[src/rtl/uart_regs_pkg.sv]
package uart_regs_pkg;
   localparam int IDX_W  = 3;
   localparam int BYTE_W = 8;

   typedef enum logic [IDX_W-1:0] {
      IDX_DATA = 3'd0,
      IDX_IEN  = 3'd1,
      IDX_IID  = 3'd2,
      IDX_LCFG = 3'd3,
      IDX_MCFG = 3'd4,
      IDX_LST  = 3'd5,
      IDX_MST  = 3'd6,
      IDX_DIV  = 3'd7
   } reg_idx_t;

   typedef enum logic [2:0] {
      CAUSE_LINE = 3'b110,
      CAUSE_RXD  = 3'b100,
      CAUSE_THR  = 3'b010,
      CAUSE_MDM  = 3'b000,
      CAUSE_NONE = 3'b001
   } irq_cause_t;

   // sticky line-error flags, in status-register order above data-ready
   typedef struct packed {
      logic brk;
      logic frm;
      logic par;
      logic ovr;
   } line_err_t;
endpackage

[src/rtl/uart_rx_hold.sv]
module uart_rx_hold #(
   parameter int BW = 8
) (
   input  logic          clk,
   input  logic          rst_n,
   input  logic          take,
   input  logic [BW-1:0] byte_in,
   input  logic          consume,
   output logic [BW-1:0] held,
   output logic          ready_n,
   output logic          ovr_evt
);
   logic [BW-1:0] held_q;
   logic          full_q;

   assign held    = held_q;
   assign ready_n = full_q;
   assign ovr_evt = take & full_q & ~consume;

   always_ff @(posedge clk or negedge rst_n) begin
      if (!rst_n) begin
         held_q <= '0;
         full_q <= 1'b0;
      end else if (take) begin
         held_q <= byte_in;
         full_q <= 1'b1;
      end else if (consume) begin
         full_q <= 1'b0;
      end
   end


   take_sets_full_chk: assert property (@(posedge clk) disable iff (!rst_n)
      take |=> (ready_n && held == $past(byte_in)));

   read_empties_chk: assert property (@(posedge clk) disable iff (!rst_n)
      (consume && !take) |=> !ready_n);
endmodule

[src/rtl/uart_irq_prio.sv]
module uart_irq_prio
   import uart_regs_pkg::*;
(
   input  logic       clk,
   input  logic       rst_n,
   input  logic [3:0] en,
   input  line_err_t  lerr,
   input  logic       dready,
   input  logic       thr_empty,
   input  logic [3:0] mdm_delta,
   output irq_cause_t cause,
   output logic       pend
);
   logic any_line, any_mdm;

   assign any_line = |lerr;
   assign any_mdm  = |mdm_delta;

   always_comb begin
      if (any_line && en[2])       cause = CAUSE_LINE;
      else if (dready && en[0])    cause = CAUSE_RXD;
      else if (thr_empty && en[1]) cause = CAUSE_THR;
      else if (any_mdm && en[3])   cause = CAUSE_MDM;
      else                         cause = CAUSE_NONE;
   end

   assign pend = (any_line & en[2]) | (dready & en[0]) |
                 (thr_empty & en[1]) | (any_mdm & en[3]);


   line_top_chk: assert property (@(posedge clk) disable iff (!rst_n)
      (any_line && en[2]) |-> cause == CAUSE_LINE);

   pend_code_chk: assert property (@(posedge clk) disable iff (!rst_n)
      pend != (cause == CAUSE_NONE));
endmodule

[src/rtl/uart_regblk.sv]
module uart_regblk
   import uart_regs_pkg::*;
#(
   parameter int ADDR_W  = 5,
   parameter int DATA_W  = 32,
   parameter int DIV_W   = 16,
   parameter bit IRQ_REG = 1'b0
) (
   input  logic              clk,
   input  logic              rst_n,
   input  logic              bus_sel,
   input  logic              bus_we,
   input  logic [ADDR_W-1:0] bus_addr,
   input  logic [DATA_W-1:0] bus_wdata,
   output logic [DATA_W-1:0] bus_rdata,
   output logic              bus_err,
   output logic              tx_strobe,
   output logic [7:0]        tx_byte,
   input  logic              rx_valid,
   input  logic [7:0]        rx_byte,
   output logic              rx_ready,
   input  logic              lerr_parity,
   input  logic              lerr_frame,
   input  logic              lerr_break,
   input  logic              tx_hold_empty,
   input  logic              tx_shift_empty,
   input  logic [7:0]        modem_stat,
   output logic [7:0]        line_cfg,
   output logic [1:0]        modem_cfg,
   output logic [DIV_W-1:0]  baud_div,
   output logic              irq
);
   localparam int IDX_LSB = 2;
   localparam int IDX_MSB = IDX_LSB + IDX_W - 1;

   if (ADDR_W < IDX_MSB + 1) begin : g_bad_addr
      $error("ADDR_W too small for the register window");
   end
   if (DATA_W < DIV_W || DATA_W < BYTE_W) begin : g_bad_data
      $error("DATA_W narrower than a stored field");
   end

   reg_idx_t          idx;
   logic              is_wo, is_ro, illegal, rd_ok, wr_ok;
   logic              data_rd, data_wr, lst_rd;
   logic [3:0]        ien_q;
   logic [7:0]        lcfg_q;
   logic [1:0]        mcfg_q;
   logic [DIV_W-1:0]  div_q;
   line_err_t         lerr_q, lerr_set;
   logic              thre_q, temt_q;
   logic [7:0]        mst_q;
   logic [DATA_W-1:0] rdata_q, rd_mux;
   logic              berr_q, txv_q;
   logic [7:0]        txb_q;
   logic [7:0]        held;
   logic              full, ovr_evt;
   logic [7:0]        lst_val;
   irq_cause_t        cause;
   logic              pend;

   assign idx     = reg_idx_t'(bus_addr[IDX_MSB:IDX_LSB]);
   assign is_wo   = (idx == IDX_IEN) || (idx == IDX_LCFG) ||
                    (idx == IDX_MCFG) || (idx == IDX_DIV);
   assign is_ro   = (idx == IDX_IID) || (idx == IDX_LST) || (idx == IDX_MST);
   assign illegal = bus_sel && (bus_we ? is_ro : is_wo);
   assign rd_ok   = bus_sel && !bus_we && !is_wo;
   assign wr_ok   = bus_sel && bus_we && !is_ro;
   assign data_rd = rd_ok && (idx == IDX_DATA);
   assign data_wr = wr_ok && (idx == IDX_DATA);
   assign lst_rd  = rd_ok && (idx == IDX_LST);

   uart_rx_hold #(.BW(BYTE_W)) u_hold (
      .clk     (clk),
      .rst_n   (rst_n),
      .take    (rx_valid),
      .byte_in (rx_byte),
      .consume (data_rd),
      .held    (held),
      .ready_n (full),
      .ovr_evt (ovr_evt)
   );
   assign rx_ready = ~full;

   uart_irq_prio u_prio (
      .clk       (clk),
      .rst_n     (rst_n),
      .en        (ien_q),
      .lerr      (lerr_q),
      .dready    (full),
      .thr_empty (thre_q),
      .mdm_delta (mst_q[3:0]),
      .cause     (cause),
      .pend      (pend)
   );

   assign lst_val  = {1'b0, temt_q, thre_q, lerr_q, full};
   assign lerr_set = '{brk: lerr_break, frm: lerr_frame,
                       par: lerr_parity, ovr: ovr_evt};

   always_comb begin
      rd_mux = '0;
      if (rd_ok) begin
         unique case (idx)
            IDX_DATA: rd_mux[7:0] = held;
            IDX_IID:  rd_mux[2:0] = cause;
            IDX_LST:  rd_mux[7:0] = lst_val;
            IDX_MST:  rd_mux[7:0] = mst_q;
            default:  rd_mux      = '0;
         endcase
      end
   end

   always_ff @(posedge clk or negedge rst_n) begin
      if (!rst_n) begin
         ien_q   <= '0;
         lcfg_q  <= '0;
         mcfg_q  <= '0;
         div_q   <= '0;
         lerr_q  <= '0;
         thre_q  <= 1'b1;
         temt_q  <= 1'b1;
         mst_q   <= '0;
         rdata_q <= '0;
         berr_q  <= 1'b0;
         txv_q   <= 1'b0;
         txb_q   <= '0;
      end else begin
         if (wr_ok && idx == IDX_IEN)  ien_q  <= bus_wdata[3:0];
         if (wr_ok && idx == IDX_LCFG) lcfg_q <= bus_wdata[7:0];
         if (wr_ok && idx == IDX_MCFG) mcfg_q <= bus_wdata[1:0];
         if (wr_ok && idx == IDX_DIV)  div_q  <= bus_wdata[DIV_W-1:0];
         lerr_q  <= (lst_rd ? line_err_t'('0) : lerr_q) | lerr_set;
         thre_q  <= tx_hold_empty;
         temt_q  <= tx_shift_empty;
         mst_q   <= modem_stat;
         rdata_q <= rd_mux;
         berr_q  <= illegal;
         txv_q   <= data_wr;
         if (data_wr) txb_q <= bus_wdata[7:0];
      end
   end

   if (IRQ_REG) begin : g_irq_flop
      logic irq_q;
      always_ff @(posedge clk or negedge rst_n) begin
         if (!rst_n) irq_q <= 1'b0;
         else        irq_q <= pend;
      end
      assign irq = irq_q;
   end else begin : g_irq_comb
      assign irq = pend;
   end

   assign bus_rdata = rdata_q;
   assign bus_err   = berr_q;
   assign tx_strobe = txv_q;
   assign tx_byte   = txb_q;
   assign line_cfg  = lcfg_q;
   assign modem_cfg = mcfg_q;
   assign baud_div  = div_q;


   tx_emit_chk: assert property (@(posedge clk) disable iff (!rst_n)
      (bus_sel && bus_we && idx == IDX_DATA) |=>
      (tx_strobe && tx_byte == $past(bus_wdata[7:0])));

   ovr_sticky_chk: assert property (@(posedge clk) disable iff (!rst_n)
      (rx_valid && !rx_ready && !data_rd) |=> lerr_q.ovr);

   err_hold_chk: assert property (@(posedge clk) disable iff (!rst_n)
      (lerr_q.par && !lst_rd) |=> lerr_q.par);

   err_cause_chk: assert property (@(posedge clk) disable iff (!rst_n)
      bus_err |-> $past(bus_sel));

   ro_write_chk: assert property (@(posedge clk) disable iff (!rst_n)
      (bus_sel && bus_we && is_ro) |=> ($stable(ien_q) && bus_err));
endmodule

[config.mk]
export PLATFORM = sky130hd
export DESIGN_NAME = uart_regblk
export DESIGN_NICKNAME = d
export VERILOG_FILES = /design/src/rtl/uart_regs_pkg.sv /design/src/rtl/uart_rx_hold.sv /design/src/rtl/uart_irq_prio.sv /design/src/rtl/uart_regblk.sv
export SDC_FILE = /design/constraint.sdc
export NUM_CORES = 1
export LEC_CHECK = 0
export ABC_AREA = 1
export BUFFER_PORTS_ARGS = -buffer_cell sky130_fd_sc_hd__clkbuf_2
export CORE_ASPECT_RATIO = 1.1
export CORE_MARGIN = 1.5
export CORE_UTILIZATION = 50
export CTS_CLUSTER_DIAMETER = 30
export CTS_CLUSTER_SIZE = 28
export DETAILED_ROUTE_END_ITERATION = 6
export MAX_ROUTING_LAYER = met4
export PLACE_DENSITY_LB_ADDON = 0.2
export SETUP_SLACK_MARGIN = 0.02
export SLEW_MARGIN = 10
export SYNTH_ARGS = -nofsm -noshare
export SYNTH_HDL_FRONTEND = slang
export SYNTH_SLANG_ARGS = --single-unit
[constraint.sdc]
create_clock -name clk -period 1.9 [get_ports clk]
set_input_delay 0.57 -clock clk [delete_from_list [all_inputs] [get_ports clk]]
set_output_delay 0.57 -clock clk [all_outputs]
set_load 0.03 [all_outputs]
==> results.cfg <==
[power_and_ir_drop]
power_switching_uw = 1320
comb_power_share = 0.232
p_leak_uw = 0.00208
swShare = 0.311
vdd_drop_max_mv = 0.865
power_frac_seq = 0.429
p_per_area_mw_per_mm2 = 1150
p_clk_frac = 0.339
intPower_uw = 2930

[detailed_routing]
viasPerCell = 4.58
wirelength_um = 5850
wl_met2_um = 2730
post_drt_wl_per_cell_um = 12.0
drt-pass1-iter-count = 4
drc = 0
vias = 2231
initialDrtViolationCount = 139
postRouteAntennaNets = 0
wl_met3_um = 384
top_layer_used = met4
wl_met1_um = 2670

[yosys]
yosysWarnings = 0
synth_mux_area_frac = 0.0357
synth_compound_area_frac = 0.0918
synth_top_family_by_area = simple AND/OR/NAND/NOR gates
synthSimpleGateAreaFrac = 0.160
synth-adder-area-share = 0
yosys_register_bits = 71
ys_types = 23
synth_area_mm2 = 0.00295
synth_cells = 303
syn_area_per_cell_um2 = 9.72
synth_seq_area_share = 0.604
synthXorXnorAreaFrac = 0

[layout]
layout-drive-gt1-share = 0.344
fin_area_mm2 = 0.00370
nNetsFinal = 468
syn2layout_area_growth_pct = 25.7
final_common_cell = clkbuf_2
mostFrequentLayoutCells = clkbuf_2 (88), nand2_1 (84), dfrtp_1 (69)
num_antenna_cells = 0

[status]
status = finished clean

[setup_path]
critical_path.slowest_cell = dfrtp_1
crit_path_end_kind = primary output
cp.arrival_ns = 1.30
path_cells = nor2_1 > nand2_1 > a21oi_2 > nand2_2 > buf_8
start_kind = register
slowest_delay_ns = 0.38
crit_path_start = mst_q[1]
reg2reg_from = lerr_q[1]
path_class = reg -> out
crit_path_max_fanout = 2
worstPathRequired_ns = 1.33

[global_route]
antenna_found_initial = 0
grt_max_degree = 72
grt_pass1_wl_um = 9740
grt_usage = 0.205
first_global_vias = 2075
overflow = 0

[floorplanning]
core_area_mm2 = 0.00573
die_y_um = 83.5
num_rows = 29
initial_core_util = 0.514
die_area_mm2 = 0.00636
io_pins = 133
die_w_um = 76.2

[timing]
slew_violations = 0
skew_ns = 0.00518
final.setup.tns_ns = 0
rsz0062_at_grt = yes
hold_viol = 0
max_freq_mhz = 534
period_needed_ns = 1.87
finalCritPeriodShare = 0.986
finalSetupViolCount = 0

[placement]
gp_congestion = 0.833
hpwlAfterDp_um = 4190
placed_cell_area_mm2 = 0.00340
port-buffer-count = 90

[cts]
cts-htree-levels = 3
cts_sinks = 71
cts_made_buffers = 9
clk-insertion-delay-late_ns = 0.34
cts_tree = yes
cts-root-buf = clkbuf_8
clk_pin_slew_ns = 0.07
cts_buffer_depth = 2

[flow_run]
max_cap_violations = 0

[min_path]
hold_path.class = in -> async
[final cells by class]
class                   instances  area [um2]
fillers                       497        2030
clock inverters                 6         108
flip-flops and latches         71        1780
multi-input cells             199         955
inverters                      27         101
clock buffers                  10         138
well taps                      77        96.3
repair buffers                 97         526
[Yosys cell counts (all sizes together)]
cell	instances	area, um2
buf	27	208
o21bai	4	30.0
nand2	90	353
o21ai	36	184
o22ai	1	6.26
nor2	24	108
a21oi	10	50.1
nand3	2	10.0
dfrtp	69	1730
clkbuf	2	7.51
mux2	8	105
dfstp	2	52.6
inv	27	101
conb	1	3.75
[worst max-delay path, delay by kind of cell (launching register included)]
family | cells | cell delay, ns
AOI/OAI and AO/OA | 1 | 0.17
buffers and inverters | 1 | 0.13
DFF | 1 | 0.38
and+or+nand+nor | 3 | 0.28
[cell families after synthesis]
| logic type | count (synthesis) |
|---|---|
| AOI/OAI and AO/OA | 51 |
| buffers and inverters | 56 |
| DFF | 71 |
| muxes | 8 |
| other | 1 |
| and+or+nand+nor | 116 |
[metal layers]
metal  global-route usage  up-vias
met2                0.299       87
li1                     -     1102
met4               0.0758        0
met3               0.0557        5
met1                0.276     1037
met5                    -        -
[registers in the layout, summed over array words and instances (netlist names)]
register,flops
baud_div,16
bus_err,1
bus_rdata,8
ien_q,4
lerr_q,4
line_cfg,8
modem_cfg,2
mst_q,8
temt_q,1
thre_q,1
tx_byte,8
tx_strobe,1
u_hold.held,8
u_hold.ready_n,1
[final timing paths]
kind,end,cells after the start,slack (ns)
max,irq,5,0.03
min,u_hold.held[2],2,0.25
max reg2reg,bus_rdata[2],8,0.71
min reg2reg,u_hold.held[6],2,0.47
max in group asynchronous,thre_q,2,1.33
min in group clk,temt_q,1,0.31
[power by group through the flow]
| stage | sequential [uW] | combinational, uW | clock [uW] |
|---|---|---|---|
| after floorplan | 2160 | 351 | 0 |
| after global placement | 1840 | 928 | 0 |
| after detailed placement | 1850 | 943 | 0 |
| after CTS | 1820 | 972 | 1470 |
| after global routing | 1850 | 1070 | 1520 |
| final | 1820 | 986 | 1440 |
[what timing repair did]
item | 4_1_cts | 5_1_grt
hold buffers | 0 | 0
pin swaps | 4 | 4
buffers inserted | 3 | 1
resized for setup | 2 | 9
endpoints found under the setup margin | 1 | 1
[metrics by stage]
stage / worst slack (ns) / hold slack [ns] / power, uW / std cells / utilization
6_report: 0.0266 / 0.253 / 4250 / 487 / 0.646
5_1_grt: -0.0567 / 0.278 / 4450 / 487 / 0.646
4_1_cts: -0.0289 / 0.262 / 4270 / 486 / 0.641
3_5_place_dp: 0.205 / 0.459 / 2790 / 467 / 0.593
3_3_place_gp: 0.255 / 0.457 / 2770 / 467 / 0.593
2_1_floorplan: 0.460 / 0.274 / 2510 / 326 / -
(Power assumes the default switching activity.)
